<file path="config.mk">
export PLATFORM = sky130hd
export DESIGN_NAME = tape_op_sequencer
export DESIGN_NICKNAME = d
export VERILOG_FILES = /design/src/rtl/tape_seq_pkg.sv /design/src/rtl/tape_fc_counter.sv /design/src/rtl/tape_watchdog.sv /design/src/rtl/tape_op_ctrl.sv /design/src/rtl/tape_op_sequencer.sv
export SDC_FILE = /design/constraint.sdc
export NUM_CORES = 1
export LEC_CHECK = 0
export ABC_AREA = 0
export ABC_CLOCK_PERIOD_IN_PS = 3300
export BUFFER_PORTS_ARGS = -buffer_cell sky130_fd_sc_hd__buf_2
export CORE_MARGIN = 2
export CORE_UTILIZATION = 30
export DETAILED_ROUTE_END_ITERATION = 12
export GPL_ROUTABILITY_DRIVEN = 1
export SLEW_MARGIN = 20
export SYNTH_ARGS = -nofsm -noshare
export SYNTH_HDL_FRONTEND = slang
export SYNTH_HIERARCHICAL = 1
export SYNTH_SLANG_ARGS = --single-unit
export TNS_END_PERCENT = 100
</file>
<file path="constraint.sdc">
create_clock -name clk -period 3.3 [get_ports clk]
set_clock_uncertainty 0.15 [all_clocks]
set_input_delay 0.33 -clock clk [delete_from_list [all_inputs] [get_ports clk]]
set_output_delay 0.33 -clock clk [all_outputs]
set_load 0.1 [all_outputs]
</file>
<file path="src/rtl/tape_seq_pkg.sv">
package tape_seq_pkg;
  localparam int FC_W = 16;
  typedef logic [FC_W-1:0] fc_t;

  typedef enum logic [2:0] {
    OP_WRITE   = 3'd0,
    OP_READ_F  = 3'd1,
    OP_READ_R  = 3'd2,
    OP_SPACE_F = 3'd3,
    OP_SPACE_R = 3'd4
  } op_e;

  function automatic logic op_known(logic [2:0] code);
    return code <= 3'd4;
  endfunction

  function automatic logic op_reverse(op_e o);
    return (o == OP_READ_R) || (o == OP_SPACE_R);
  endfunction

  function automatic logic op_space(op_e o);
    return (o == OP_SPACE_F) || (o == OP_SPACE_R);
  endfunction

  function automatic logic op_read(op_e o);
    return (o == OP_READ_F) || (o == OP_READ_R);
  endfunction

  // counter value after an optional increment
  function automatic fc_t fc_step(fc_t q, logic inc);
    return q + fc_t'(inc);
  endfunction

  // preload q encodes -len; zero means a full 2**FC_W span
  function automatic logic fc_short(fc_t q, int unsigned min_len);
    fc_t len;
    len = fc_t'(0) - q;
    return (q != '0) && (32'(len) < min_len);
  endfunction
endpackage

</file>
<file path="src/rtl/tape_fc_counter.sv">
module tape_fc_counter
  import tape_seq_pkg::*;
(
  input  logic clk,
  input  logic rst_n,
  input  logic clear,
  input  logic load_en,
  input  fc_t  load_val,
  input  logic inc,
  output fc_t  q,
  output logic wrap
);
  always_ff @(posedge clk) begin
    if (!rst_n)       q <= '0;
    else if (clear)   q <= '0;
    else if (load_en) q <= load_val;
    else if (inc)     q <= fc_step(q, 1'b1);
  end

  assign wrap = inc && (fc_step(q, 1'b1) == '0);
endmodule

</file>
<file path="src/rtl/tape_watchdog.sv">
module tape_watchdog #(
  parameter int LIMIT = 7
) (
  input  logic clk,
  input  logic rst_n,
  input  logic clear,
  input  logic run,
  input  logic tick,
  output logic expire
);
  localparam int W = $clog2(LIMIT + 1);
  logic [W-1:0] cnt;

  always_ff @(posedge clk) begin
    if (!rst_n)           cnt <= '0;
    else if (clear)       cnt <= '0;
    else if (run && tick) cnt <= cnt + 1'b1;
  end

  // fires on the tick that would reach LIMIT
  assign expire = run && tick && !clear && (cnt == W'(LIMIT - 1));
endmodule

</file>
<file path="src/rtl/tape_op_ctrl.sv">
module tape_op_ctrl
  import tape_seq_pkg::*;
#(
  parameter int unsigned MIN_REC = 13
) (
  input  logic       clk,
  input  logic       rst_n,
  input  logic       cmd_valid,
  input  logic [2:0] cmd_code,
  input  logic       cnt_wr_en,
  input  fc_t        cnt_q,
  input  logic       wrap,
  input  logic       nrzi_mode,
  input  logic       write_protect,
  input  logic       at_bot,
  input  logic       at_eot,
  input  logic       char_strobe,
  input  logic       rec_strobe,
  input  logic       tape_mark,
  input  logic       wd_expire,
  output logic       busy,
  output op_e        op_q,
  output logic       accept,
  output logic       reject,
  output logic       finish,
  output logic       cnt_inc,
  output logic       cnt_clear,
  output logic       cnt_load,
  output logic       wd_clear,
  output logic       op_done,
  output logic       err_nonexec,
  output logic       err_fc,
  output logic       err_incomplete,
  output logic       attn
);
  op_e  cmd_op;
  logic legal, rej_cond;
  logic end_count, end_rec, end_mark, hit_bot;
  fc_t  fc_after;

  assign cmd_op   = op_e'(cmd_code);
  assign legal    = cmd_valid && !busy && op_known(cmd_code);
  assign rej_cond = (op_reverse(cmd_op) && at_bot)
                 || ((cmd_op == OP_WRITE)
                     && (write_protect || (nrzi_mode && fc_short(cnt_q, MIN_REC))));
  assign accept   = legal && !rej_cond;
  assign reject   = legal && rej_cond;

  assign cnt_inc   = busy && (op_space(op_q) ? rec_strobe : char_strobe);
  assign fc_after  = fc_step(cnt_q, cnt_inc);
  assign end_count = busy && wrap && ((op_q == OP_WRITE) || op_space(op_q));
  assign end_rec   = busy && op_read(op_q) && rec_strobe;
  assign end_mark  = busy && op_space(op_q)
                  && (tape_mark || ((op_q == OP_SPACE_F) && at_eot)
                                || ((op_q == OP_SPACE_R) && at_bot));
  assign hit_bot   = busy && op_reverse(op_q) && at_bot;
  assign finish    = end_count || end_rec || end_mark || hit_bot || wd_expire;

  assign cnt_clear = accept && op_read(cmd_op);
  assign cnt_load  = cnt_wr_en && !busy && !cmd_valid;
  assign wd_clear  = accept || (busy && rec_strobe);

  always_ff @(posedge clk) begin
    if (!rst_n) begin
      busy           <= 1'b0;
      op_q           <= OP_WRITE;
      op_done        <= 1'b0;
      err_nonexec    <= 1'b0;
      err_fc         <= 1'b0;
      err_incomplete <= 1'b0;
      attn           <= 1'b0;
    end else begin
      op_done <= finish;
      if (accept) begin
        busy           <= 1'b1;
        op_q           <= cmd_op;
        err_nonexec    <= 1'b0;
        err_fc         <= 1'b0;
        err_incomplete <= 1'b0;
        attn           <= 1'b0;
      end else if (reject) begin
        err_nonexec <= 1'b1;
        attn        <= 1'b1;
      end else if (finish) begin
        busy <= 1'b0;
        if (hit_bot || wd_expire) err_incomplete <= 1'b1;
        if (op_space(op_q)) begin
          attn   <= 1'b1;
          err_fc <= (fc_after != '0);
        end
      end
    end
  end
endmodule

</file>
<file path="src/rtl/tape_op_sequencer.sv">
module tape_op_sequencer
  import tape_seq_pkg::*;
#(
  parameter int          TIMEOUT_TICKS = 7,
  parameter int unsigned MIN_NRZI_LEN  = 13
) (
  input  logic        clk,
  input  logic        rst_n,
  input  logic        cnt_wr_en,
  input  logic [15:0] cnt_wr_data,
  output logic [15:0] cnt_value,
  input  logic        cmd_valid,
  input  logic [2:0]  cmd_code,
  input  logic        nrzi_mode,
  input  logic        write_protect,
  input  logic        at_bot,
  input  logic        at_eot,
  input  logic        char_strobe,
  input  logic        rec_strobe,
  input  logic        tape_mark,
  input  logic        tick_1s,
  output logic        busy,
  output logic        op_done,
  output logic        err_nonexec,
  output logic        err_fc,
  output logic        err_incomplete,
  output logic        attn
);
  // internal events, named for the checker
  fc_t        cnt_q;
  logic       wrap, cnt_inc, cnt_clear, cnt_load;
  logic       wd_clear, wd_expire;
  logic       accept, reject, finish;
  op_e        op_q;
  logic [2:0] op_cur;

  assign cnt_value = cnt_q;
  assign op_cur    = op_q;

  tape_fc_counter u_cnt (
    .clk      (clk),
    .rst_n    (rst_n),
    .clear    (cnt_clear),
    .load_en  (cnt_load),
    .load_val (cnt_wr_data),
    .inc      (cnt_inc),
    .q        (cnt_q),
    .wrap     (wrap)
  );

  tape_watchdog #(.LIMIT(TIMEOUT_TICKS)) u_wd (
    .clk    (clk),
    .rst_n  (rst_n),
    .clear  (wd_clear),
    .run    (busy),
    .tick   (tick_1s),
    .expire (wd_expire)
  );

  tape_op_ctrl #(.MIN_REC(MIN_NRZI_LEN)) u_ctrl (
    .clk            (clk),
    .rst_n          (rst_n),
    .cmd_valid      (cmd_valid),
    .cmd_code       (cmd_code),
    .cnt_wr_en      (cnt_wr_en),
    .cnt_q          (cnt_q),
    .wrap           (wrap),
    .nrzi_mode      (nrzi_mode),
    .write_protect  (write_protect),
    .at_bot         (at_bot),
    .at_eot         (at_eot),
    .char_strobe    (char_strobe),
    .rec_strobe     (rec_strobe),
    .tape_mark      (tape_mark),
    .wd_expire      (wd_expire),
    .busy           (busy),
    .op_q           (op_q),
    .accept         (accept),
    .reject         (reject),
    .finish         (finish),
    .cnt_inc        (cnt_inc),
    .cnt_clear      (cnt_clear),
    .cnt_load       (cnt_load),
    .wd_clear       (wd_clear),
    .op_done        (op_done),
    .err_nonexec    (err_nonexec),
    .err_fc         (err_fc),
    .err_incomplete (err_incomplete),
    .attn           (attn)
  );
endmodule

</file>
* After elaboration in Yosys (flattened, before gate mapping)
Cells that the tools add are included.
W data, S select, Z words.
** Operators by class
- Bitwise gates (word level) :: 2
- Magnitude comparators :: 2
- Divide/modulo/power cells :: 0
- Eq/ne operators :: 9
- Multiplexer cells :: 9
- Shift operators :: 0
- $add $sub $neg :: 4
- Reductions and logical operators :: 63
- Multiply operators :: 0
** Operators with widths (count)
- $mux W16 :: 2
- $reduce_bool A16 Y1 :: 2
- $logic_and A1 B1 Y1 :: 27
- $add A16 B1 Y16 :: 1
- $add A16 B1 Y16 const B :: 1
- $logic_not A16 Y1 :: 1
- $logic_or A1 B1 Y1 :: 16
- $lt A16 B4 Y1 const B :: 1
- $sub A1 B16 Y16 const A :: 1
- $eq A3 B2 Y1 const B :: 3
- $eq A3 B3 Y1 const B :: 3
- $reduce_bool A2 Y1 :: 4
- $mux W1 :: 7
- $eq A3 B1 Y1 const B :: 2
- $logic_not A3 Y1 :: 2
- $reduce_and A3 Y1 :: 2
- $reduce_or A2 Y1 :: 3
- $logic_not A1 Y1 :: 4
- $reduce_and A2 Y1 :: 2
- $add A3 B1 Y3 const B :: 1
- $le A3 B3 Y1 const B :: 1
- $ne A2 B1 Y1 const B :: 1
- $not A1 Y1 :: 2
** Word-level totals
- Logic and storage cells :: 98
- Bits in latches :: 0
- Memory bits (read-only) :: 0
- Memories kept :: 0
- Bits in registers :: 28
- RAM bits :: 0
- Output and inout bits :: 22
- Input port bits :: 31

* Logic depth before layout (Yosys ltp)
- Depth in word-level cells :: 17
- Depth in mapped cells :: 16
- Gate-level depth less buffers :: 14

* Hierarchy
The synthesis kept the hierarchy.
** Modules (own cells, without submodules)
- tape_fc_counter :: instances 1, sequential area each 320.3 µm², cells an instance 145, area an instance 1092.3 µm²
- tape_op_ctrl :: instances 1, sequential area each 180.2 µm², cells an instance 137, area an instance 1012.2 µm²
- tape_watchdog :: instances 1, sequential area each 60.1 µm², cells an instance 19, area an instance 175.2 µm²

* Worst setup path before layout
OpenSTA, ideal clock, no wires.
- Path type :: register to register
- Start point :: reg u_cnt.q[1]
- End point :: reg u_ctrl.err_fc
- Clock period less this slack :: 3.700 ns
- Buffers on the path :: 0
- Setup slack :: -0.400 ns
- Data arrival time :: 3.432 ns
- Data required time :: 3.033 ns
- Setup time :: 0.117 ns
- Cell stages (with the launch flop) :: 13
- Path through :: dfxtp_1 > or4_1 > nor4_2 > mux2_2 > o32a_4 > nand2_4 > nand2_1 > nor3_1 > a41o_1 > a21o_1 > a31o_2 > o21ai_0 > a32o_1
** On the way
- Cells in the longest elaborated chain, start to end :: 15
- Elaborated cells between the ends (all ways) :: 29
- Those cells by class :: add/sub: 3; order compare: 1; bitwise: 1; reduce/logical: 24
** RTL lines
- from (decl) :: line tape_fc_counter.sv:10 : output fc_t q,
- from (signal assigned) :: line tape_fc_counter.sv:16 : else if (load_en) q <= load_val;
- from (signal assigned) :: line tape_fc_counter.sv:17 : else if (inc) q <= fc_step(q, 1'b1);
- $sub A1 B16 Y16 :: line tape_seq_pkg.sv:37 : len = fc_t'(0) - q;
- $lt A16 B4 Y1 :: line tape_seq_pkg.sv:38 : return (q != '0) && (32'(len) < min_len);
- $logic_and A1 B1 Y1 (*) :: line tape_seq_pkg.sv:38
- $logic_and A1 B1 Y1 (*) :: line tape_op_ctrl.sv:45 : && (write_protect || (nrzi_mode && fc_short(cnt_q, MIN_REC))));
- $logic_or A1 B1 Y1 (*) :: line tape_op_ctrl.sv:45
- $logic_and A1 B1 Y1 (*) :: line tape_op_ctrl.sv:45
- $logic_or A1 B1 Y1 (*) :: line tape_op_ctrl.sv:44 : || ((cmd_op == OP_WRITE)
- $logic_not A1 Y1 (*) :: line tape_op_ctrl.sv:46 : assign accept = legal && !rej_cond;
- $logic_and A1 B1 Y1 (*) :: line tape_op_ctrl.sv:46
- $logic_or A1 B1 Y1 (*) :: line tape_op_ctrl.sv:61 : assign wd_clear = accept || (busy && rec_strobe);
- via wd_clear :: line tape_op_sequencer.sv:32 : logic wd_clear, wd_expire;
- $logic_not A1 Y1 (*) :: line tape_watchdog.sv:21 : assign expire = run && tick && !clear && (cnt == W'(LIMIT - 1));
- $logic_and A1 B1 Y1 (*) (2 in a row) :: line tape_watchdog.sv:21
- via wd_expire :: line tape_op_sequencer.sv:32
- $logic_or A1 B1 Y1 (*) :: line tape_op_ctrl.sv:57 : assign finish = end_count || end_rec || end_mark || hit_bot || wd_expire;
- $reduce_and A3 Y1 (no line) (*)
- to (signal assigned) :: line tape_op_ctrl.sv:89 : err_fc <= (fc_after != '0);
- to (decl) :: line tape_op_ctrl.sv:32 : output logic err_fc,
Mark *: on every way through the listed nets, which the timed path passes. The rest lies on a longest branch.
A chain may end at the register's enable or synchronous reset.

* Worst setup path after layout
- Start point :: reg u_cnt.q[8]
- End point :: reg u_ctrl.err_fc
The elaborated chain is that of the path after synthesis.

==> results_dict.tcl <==
set metrics [dict create \
    status "finished, final reports clean" \
    grt_overflow 0 \
    core-area_um2 7290 \
    die-area_um2 8300 \
    first_iter_violations 131 \
    setup_ws_ns 0.107 \
    grt_pass1_vias 2157 \
    wire_per_inst_um 14.2 \
    p_leak_nw 1.22 \
    critical_path_required_ns 3.32 \
    relSlewSlack_pct 64.6 \
    fin_nets 388 \
    place_area_um2 2710 \
    final_core_utilization_pct 38.4 \
    clock-root-buffer "clkbuf_8" \
    place_inst 445 \
    pre_cts_ws_ns 0.0723 \
    io_buffers 52 \
    nFillCells 795 \
    postSynthAreaPerCell_um2 7.59 \
    cts.path.max_buffers 2 \
    grt_usage_pct 15.2 \
    vias 2369 \
    cp-startpoint "u_cnt/q[8]$_SDFFE_PP0P_" \
    worstPathMaxFanout 5 \
    yosysWarnings 6 \
    clkSinkCount 28 \
    crit_path_end_kind "register" \
    hold_path_class "in2reg" \
    clk_latency_ns 0.29 \
    die_y_um 91.1 \
    gp_congestion 0.876 \
    drv_cap 0 \
    cp.arrival_ns 3.22 \
    cts.htree.levels 1 \
    r2r_slack_ns 0.11 \
    reg2reg_to "u_ctrl/err_fc$_SDFFE_PP0P_" \
    syn-instance-count 300 \
    power_density_nw_per_um2 368 \
    layout-drive-gt1-share_pct 31.1 \
    hold_end "u_cnt/q[10]$_SDFFE_PP0P_" \
    area_growth_pct 23.1 \
    grt_pass1_wl_mm 10.5 \
    worstMarginPinSlew_ns 0.517 \
    postRouteAntennaNets 0 \
    totalWireLength_mm 6.38 \
    die_w_um 91.1 \
    diodes 0 \
    hold_viol 0 \
    initial_utilization_pct 31.2 \
    fin_crit_ns 3.19 \
    cts_tree "done" \
    synth_nets 336 \
    fin_area_um2 2800 \
    timing.fmax_mhz 313 \
    synth_area_um2 2280 \
    row_count 31 \
    reg2reg_from "u_cnt/q[8]$_SDFFE_PP0P_" \
    startpoint_type "register" \
    cts_buffers 3 \
    crit_type "reg2reg" \
    worstHoldPathCells 3 \
    setup_violations 0 \
    tns_ns 0 \
    ir_worst_vdd_mv 0.136 \
    post-route-drc-count 0 \
    clk_pin_slew_ns 0.11 \
    drt_pass1_iterations 5 \
    ioPinCount 53 \
    avgViaCountPerCell 5.26 \
    min_from "cnt_wr_data[10]" \
    grt_max_degree 19 \
    fin_cells 450 \
    antenna_found_initial 0 \
    place.detailed.hpwl_mm 4.66 \
    drv_slew 0 \
    fin_crit_sh_pct 96.8 \
    worstRegToRegCells 12 \
]
==> layout by cell type (no fill, tap or decap), types with 2 or more instances in the layout <==
cell,instances
ha_1,5
nand3b_1,2
a41o_1,2
clkbuf_8,3
buf_2,52
nand2_1,37
nor2_1,21
nand3_1,12
or3_1,3
xnor2_1,13
nor4_1,4
o21ai_1,2
dfxtp_4,4
o21ai_0,10
dfxtp_1,10
a21o_1,2
inv_1,8
or4_4,3
buf_4,13
o211a_1,2
a22oi_1,2
a31oi_1,4
dfxtp_2,14
and4_1,2
a211o_1,2
a211oi_1,3
nand4_1,13
a21oi_1,21
a311oi_1,3
or2_2,3
mux2i_1,9
and2_1,4
nor3_1,11
a31o_2,2
nand2b_1,2
and3_1,8
xor2_1,14
==> metal layers <==
layer | routed length, um | track usage [%]
met1 | 3000 | 20.3
met2 | 2920 | 25.3
met3 | 410 | 3.15
met4 | 51 | 2.90
met5 | 0 | 0
==> how the worst max path moves through the flow <==
stage | endpoint | slack, ns
2_1_floorplan | u_ctrl/err_fc$_SDFFE_PP0P_ | 0.002
3_3_place_gp | u_ctrl/err_fc$_SDFFE_PP0P_ | 0.12
3_5_place_dp | u_ctrl/err_fc$_SDFFE_PP0P_ | 0.07
4_1_cts | u_ctrl/err_fc$_SDFFE_PP0P_ | 0.03
5_1_grt | u_ctrl/err_fc$_SDFFE_PP0P_ | -0.01
6_report | u_ctrl/err_fc$_SDFFE_PP0P_ | 0.11
==> state kept, by name, indices dropped and copies added (netlist names) <==
| register | count |
|---|---|
| u_cnt/q | 16 |
| u_ctrl/op_q | 3 |
| u_wd/cnt | 3 |
| u_ctrl/attn | 1 |
| u_ctrl/busy | 1 |
| u_ctrl/err_fc | 1 |
| u_ctrl/err_incomplete | 1 |
| u_ctrl/err_nonexec | 1 |
| u_ctrl/op_done | 1 |
==> critical path: stages, from the launching register on <==
cell and delay, ns:
dfxtp_2 0.34, or4_4 0.56, nor4_4 0.27, mux2_4 0.33, o32a_4 0.39, nand2_4 0.10, nand2_2 0.09, nor3_2 0.18
a41o_1 0.16, a21o_1 0.12, a31o_2 0.10, o21ai_0 0.08, a32o_1 0.21
==> where the power goes <==
part / switching, mW / internal, mW / leakage, nW
clock network: 0.117 / 0.163 / 0.0357
logic: 0.241 / 0.119 / 0.945
registers: 0.0349 / 0.358 / 0.237
total: 0.392 / 0.639 / 1.22
==> what timing repair did <==
action | 4_1_cts | 5_1_grt
gates resized for setup | 0 | 5
buffers inserted | 0 | 1
hold buffers | 0 | 0
setup endpoints to repair | 0 | 1
==> per-stage QoR <==
step	hold WS [ns]	power (mW)
6_report	0.114	1.03
5_1_grt	0.130	1.08
4_1_cts	0.111	1.03
3_5_place_dp	0.295	0.752
3_3_place_gp	0.288	0.749
2_1_floorplan	0.288	0.666
==> cell type report <==
type / count / area (um2) / share of cell area (%)
timing repair buffer: 65 / 358 / 12.8
multi-input combinational: 244 / 1620 / 57.7
tap: 99 / 124 / 4.42
sequential: 28 / 593 / 21.2
inverter: 10 / 40.0 / 1.43
clock buffer: 3 / 41.3 / 1.47
clock inverter: 1 / 30.0 / 1.07
(Power assumes the default switching activity.)
